**src/rtl/cdiv_pkg.sv**
```systemverilog
package cdiv_pkg;
  localparam int RATIO_W   = 3;
  localparam int MAX_RATIO = 6;

  typedef logic [RATIO_W-1:0] ratio_t;

  localparam ratio_t MAX_CODE = ratio_t'(MAX_RATIO);
  localparam ratio_t ONE      = ratio_t'(1);

  // Map any code onto a legal ratio; out-of-range codes fall back to 1.
  function automatic ratio_t legalize(input ratio_t code);
    if (code == '0 || code > MAX_CODE) return ONE;
    return code;
  endfunction
endpackage

```
**src/rtl/cdiv_period_ctl.sv**
```systemverilog
module cdiv_period_ctl
  import cdiv_pkg::*;
(
  input  logic   clk_in,
  input  logic   rst_n,
  input  logic   muted,
  input  ratio_t ratio_code,
  output ratio_t cur_n,
  output ratio_t cnt,
  output logic   ph_rise
);
  logic   wrap;
  ratio_t next_n;
  ratio_t next_cnt;

  always_comb begin
    wrap   = (cnt == cur_n - ONE);
    next_n = (muted || wrap) ? legalize(ratio_code) : cur_n;
    if (muted)      next_cnt = next_n - ONE;  // park on last count
    else if (wrap)  next_cnt = '0;
    else            next_cnt = cnt + ONE;
  end

  always_ff @(posedge clk_in or negedge rst_n) begin
    if (!rst_n) begin
      cur_n   <= ONE;
      cnt     <= '0;
      ph_rise <= 1'b0;
    end else begin
      cur_n   <= next_n;
      cnt     <= next_cnt;
      // high for floor(N/2) whole input cycles
      ph_rise <= !muted && (next_cnt < (next_n >> 1));
    end
  end
endmodule

```
**src/rtl/cdiv_half_shift.sv**
```systemverilog
module cdiv_half_shift (
  input  logic clk_in,
  input  logic rst_n,
  input  logic ph_rise,
  output logic ph_fall
);
  always_ff @(negedge clk_in or negedge rst_n) begin
    if (!rst_n) ph_fall <= 1'b0;
    else        ph_fall <= ph_rise;
  end
endmodule

```
**src/rtl/cdiv_out_sel.sv**
```systemverilog
module cdiv_out_sel
  import cdiv_pkg::*;
(
  input  logic   clk_in,
  input  logic   rst_n,
  input  logic   muted,
  input  ratio_t cur_n,
  input  logic   ph_rise,
  input  logic   ph_fall,
  output logic   clk_out
);
  logic shaped;

  always_comb begin
    if (cur_n == ONE)   shaped = clk_in;
    else if (cur_n[0])  shaped = ph_rise | ph_fall;  // odd: extend by half
    else                shaped = ph_rise;
    clk_out = rst_n & ~muted & shaped;
  end
endmodule

```
**src/rtl/cdiv_duty50.sv**
```systemverilog
module cdiv_duty50
  import cdiv_pkg::*;
(
  input  logic               clk_in,
  input  logic               rst_n,
  input  logic [RATIO_W-1:0] ratio_code,
  input  logic               mute_cfg,
  input  logic               mute_pin_n,
  output logic               clk_out
);
  logic   muted;
  ratio_t cur_n;
  ratio_t cnt;
  logic   ph_rise;
  logic   ph_fall;

  assign muted = mute_cfg | ~mute_pin_n;

  cdiv_period_ctl u_ctl (
    .clk_in     (clk_in),
    .rst_n      (rst_n),
    .muted      (muted),
    .ratio_code (ratio_code),
    .cur_n      (cur_n),
    .cnt        (cnt),
    .ph_rise    (ph_rise)
  );

  cdiv_half_shift u_shift (
    .clk_in  (clk_in),
    .rst_n   (rst_n),
    .ph_rise (ph_rise),
    .ph_fall (ph_fall)
  );

  cdiv_out_sel u_sel (
    .clk_in  (clk_in),
    .rst_n   (rst_n),
    .muted   (muted),
    .cur_n   (cur_n),
    .ph_rise (ph_rise),
    .ph_fall (ph_fall),
    .clk_out (clk_out)
  );
endmodule

```
**config.mk**
```make
export PLATFORM = sky130hd
export DESIGN_NAME = cdiv_duty50
export DESIGN_NICKNAME = d
export VERILOG_FILES = /design/src/rtl/cdiv_pkg.sv /design/src/rtl/cdiv_period_ctl.sv /design/src/rtl/cdiv_half_shift.sv /design/src/rtl/cdiv_out_sel.sv /design/src/rtl/cdiv_duty50.sv
export SDC_FILE = /design/constraint.sdc
export NUM_CORES = 1
export LEC_CHECK = 0
export BUFFER_PORTS_ARGS = -buffer_cell sky130_fd_sc_hd__buf_4
export CORE_AREA = 2 2 39 41
export CTS_CLUSTER_SIZE = 8
export DETAILED_ROUTE_END_ITERATION = 12
export DIE_AREA = 0 0 41 43
export GPL_TIMING_DRIVEN = 0
export PLACE_DENSITY = 0.75
export SLEW_MARGIN = 20
export SYNTH_ARGS = -nofsm -noshare
export SYNTH_HDL_FRONTEND = slang
export SYNTH_SLANG_ARGS = --single-unit
```
**constraint.sdc**
```tcl
create_clock -name clk_in -period 2.2 [get_ports clk_in]
set_clock_uncertainty 0.05 [all_clocks]
set_input_delay 0.44 -clock clk_in [delete_from_list [all_inputs] [get_ports clk_in]]
set_output_delay 0.44 -clock clk_in [all_outputs]
set_load 0.01 [all_outputs]
```
== Word level (Yosys, flattened, before mapping) ==
Index checks and enable logic that the tools add are counted.
Cells by class
  order comparisons: 2
  muxes and demuxes: 8
  $add $sub $neg: 3
  reductions and logical operators: 5
  equality and inequality tests: 2
  bitwise logic cells: 6
Operators by type and width (count)
  two-way mux 3 bit: 5
  subtractor 3 x 1 -> 3 bit (second input constant): 2
  adder 3 x 1 -> 3 bit (second input constant): 1
  == test 3 x 1 -> 1 bit (second input constant): 1
  == test 3 bit: 1
  greater-than comparator 3 bit (second input constant): 1
  zero test 3 bit: 1
  less-than comparator 3 x 2 -> 1 bit: 1
  two-way mux 1 bit: 3
  AND 1 bit: 2
  logical OR 1 bit: 2
  inverter 1 bit: 2
  bitwise OR 1 bit: 2
  logical AND 1 bit: 1
  zero test 1 bit: 1
Storage, ports and cells
  register bits: 8
  output and inout bits: 1
  word-level logic and storage cells: 30

== Depth between registers and ports, before layout ==
  word-level depth: 9
  gate-level depth with buffers: 9
  mapped depth without buffers: 9

== Modules after synthesis ==
A second synthesis with hierarchy kept.
Second synthesis, totals
  cells, all modules: 60
  area, all modules: 594.3 um2
By module, submodules not included
  cdiv_period_ctl: sequential area each 176.4 um2, cells each 52, instances 1, area each 519.2 um2
  cdiv_out_sel: sequential area each 0.0 um2, cells each 6, instances 1, area each 43.8 um2
  cdiv_half_shift: sequential area each 25.0 um2, cells each 1, instances 1, area each 25.0 um2
  cdiv_duty50: sequential area each 0.0 um2, cells each 1, instances 1, area each 6.3 um2

==> results.py <==
metrics = {
    "logic_synthesis": {
        "synth_cell_types": 31,
        "synth.area.mux_share": 0.0828,
        "synth_simple_gate_area_frac": 0.144,
        "ys_ff_latch": 8,
        "syn_nets": 64,
        "synth_adder_area_share": 0.0849,
        "ys.flop_type": "dfrtp_1",
        "synth_area_leaders": "dfrtp_1, ha_1, dfstp_2, xor2_1, dfrtn_1",
        "synth_warnings": 0,
        "syn_area_um2": 589,
        "synth_compound_area_frac": 0.221,
        "synthDominantCellAreaShare": 0.255,
        "seq_area_frac_synth": 0.342,
        "synth-xor-area-share": 0.113,
        "synth_area_per_cell_um2": 11.1,
        "synth_top_cell_by_area": "dfrtp_1",
        "synth-async-reset-ratio": 1.00,
        "synth_edf_count": 0,
        "synthCells": 53,
        "synth_top_family_by_area": "compound AO/OA/AOI/OAI gates",
    },
    "final_layout": {
        "multi_input_area_um2": 432,
        "areaGrowthSynthToFinish_pct": 36.1,
        "layout_common_cells": "buf_4, clkbuf_4, dfrtp_1",
        "nFillCells": 121,
        "drive_gt1_frac": 0.444,
        "mostFrequentLayoutCell": "buf_4",
        "final-seq-area_um2": 201,
        "antenna-diode-count": 0,
        "fin_nets": 84,
        "post-route-util": 0.580,
        "postLayoutCellArea_um2": 802,
    },
    "drt": {
        "postRouteAntennaNets": 0,
        "drt-vias-per-instance": 5.60,
        "wirelength_um": 1260,
        "drc": 0,
        "avgRoutedWirePerCell_um": 14.3,
        "drt-initial-drc-count": 3,
        "firstDrtPassIters": 2,
        "vias": 493,
    },
    "timing": {
        "tightest_slew_ns": 0.466,
        "rsz0062_at_grt": "yes",
        "finalHoldViolCount": 0,
        "setup_tns_ns": -0.623,
        "slew_headroom": 0.689,
        "report.final.slew_viol_count": 0,
        "setup_viol": 2,
        "fin_ws_ns": -0.532,
    },
    "global_routing": {
        "grt_first_pass_wirelength_um": 1950,
        "grt_pass1_vias": 483,
        "antenna_found_initial": 0,
        "gr-total-overflow": 0,
        "grt_max_degree": 10,
        "grt.total_usage": 0.170,
    },
    "hold_path": {
        "min_from": "ratio_code[2]",
        "hold_class": "in -> reg",
    },
    "power_and_ir_drop": {
        "leakage_uw": 0.000361,
        "powerDensity_nw_per_um2": 869,
        "power_uw": 697,
        "ir_drop_mv": 0.364,
    },
    "setup_path": {
        "r2r-end": "u_ctl.ph_rise",
        "cpMaxStageDelayCell": "dfrtn_1",
        "rrSetupSlack_ns": -0.09,
        "cp_max_fo": 1,
        "reg2reg_depth": 9,
        "reg2reg_from": "u_ctl.cur_n[0]",
        "critPathKind": "reg -> out",
        "critPathRequiredTime_ns": 1.71,
        "cp.arrival_ns": 2.24,
        "critical_path.cell_chain": "a21oi_1 -> nand2_1 -> o2111a_1 -> buf_4",
        "cp-end-kind": "output pin",
        "cpPeakStageDelay_ns": 0.38,
        "endpoint": "clk_out",
        "critPathLaunch": "u_shift.ph_fall",
        "startpoint_type": "flip-flop",
    },
    "die": {
        "dieArea_um2": 1760,
        "io_pins": 8,
        "rows": 14,
        "core_area_um2": 1380,
        "fp.dieH_um": 43,
        "die_w_um": 41,
        "start_util": 0.426,
    },
    "clock_network": {
        "cts_tree": "done",
        "clk_latency_ns": 0.36,
        "path_clk_slew_ns": 0.06,
    },
    "placement": {
        "place_ws_ns": -0.252,
        "port_buffers": 7,
        "gp_congestion": 0.763,
        "post_dp_cell_area_um2": 682,
        "dpl.hpwl_um": 843,
    },
    "run_status": {
        "violations": "setup timing",
        "status": "finished, violations left",
    },
    "flow_run": {
        "maxCapViolCount": 0,
    },
}
-- critical path: cells and delay by family, from the launching register on --
family | cells | cell delay, ns
DFF | 1 | 0.38
AOI/OAI and AO/OA | 2 | 0.21
buffers and inverters | 1 | 0.12
and+or+nand+nor | 1 | 0.05
-- power by group --
| part | switching (µW) | total [µW] | internal [µW] |
|---|---|---|---|
| Combinational | 126 | 290 | 165 |
| Clock | 69.9 | 202 | 132 |
| Sequential | 28.5 | 205 | 176 |
-- cell usage after synthesis (2+ instances only) --
master,count
dfrtp_1,6
ha_1,4
nand2b_1,4
a21boi_0,3
xor2_1,3
a21oi_1,2
inv_1,2
mux2_1,2
nand2_1,2
nand3_1,2
o21bai_1,2
xnor2_1,2
-- cell type report --
| type | count | share of cell area |
|---|---|---|
| tap | 16 | 0.0250 |
| multi-input combinational | 43 | 0.538 |
| inverter | 2 | 0.00936 |
| clock buffer | 8 | 0.0702 |
| timing repair buffer | 11 | 0.106 |
| sequential | 8 | 0.251 |
-- timing repair --
action | 4_1_cts | 5_1_grt
buffers inserted | 1 | 3
hold buffers | 1 | 0
pin swaps | 5 | 5
gates resized for setup | 4 | 3
setup endpoints to repair | 2 | 2
gates cloned | 0 | 0
endpoints found under the hold margin | 6 | 0
-- how the worst min path moves through the flow --
stage | to | slack, ns | cells past startpoint
after floorplan | u_ctl.cnt[0] | 0.09 | 0
after global placement | u_ctl.cur_n[1] | 0.21 | 1
after detailed placement | u_ctl.cur_n[1] | 0.21 | 1
after CTS | u_ctl.cnt[2] | 0.30 | 3
after global routing | u_ctl.cnt[2] | 0.33 | 3
final | u_ctl.cnt[2] | 0.31 | 3
-- stage by stage --
stage	std cells	hold WS (ns)
floorplan	53	0.0944
global placement	76	0.214
global route	88	0.328
finish	88	0.310
CTS	85	0.303
detailed placement	76	0.214
-- layer usage --
metal  vias up  GRT usage  wire (µm)
met2        12      0.247        654
met4         0      0.147         30
li1        239          -          -
met3         6     0.0366         44
met1       236      0.199        532
met5         -          0          0
-- state kept, by name, summed over array words and instances, names as in the netlist --
signal	count
u_shift.ph_fall	1
u_ctl.ph_rise	1
u_ctl.cur_n	3
u_ctl.cnt	3
-- cells by family after synthesis --
kind of cell             Yosys count
AO/OA/AOI/OAI                     16
XOR/XNOR                           6
adder cells (fa/ha/maj)            4
buffers and inverters              2
flip-flops                         8
multiplexers                       4
AND/OR/NAND/NOR                   13
(Power assumes the default switching activity.)
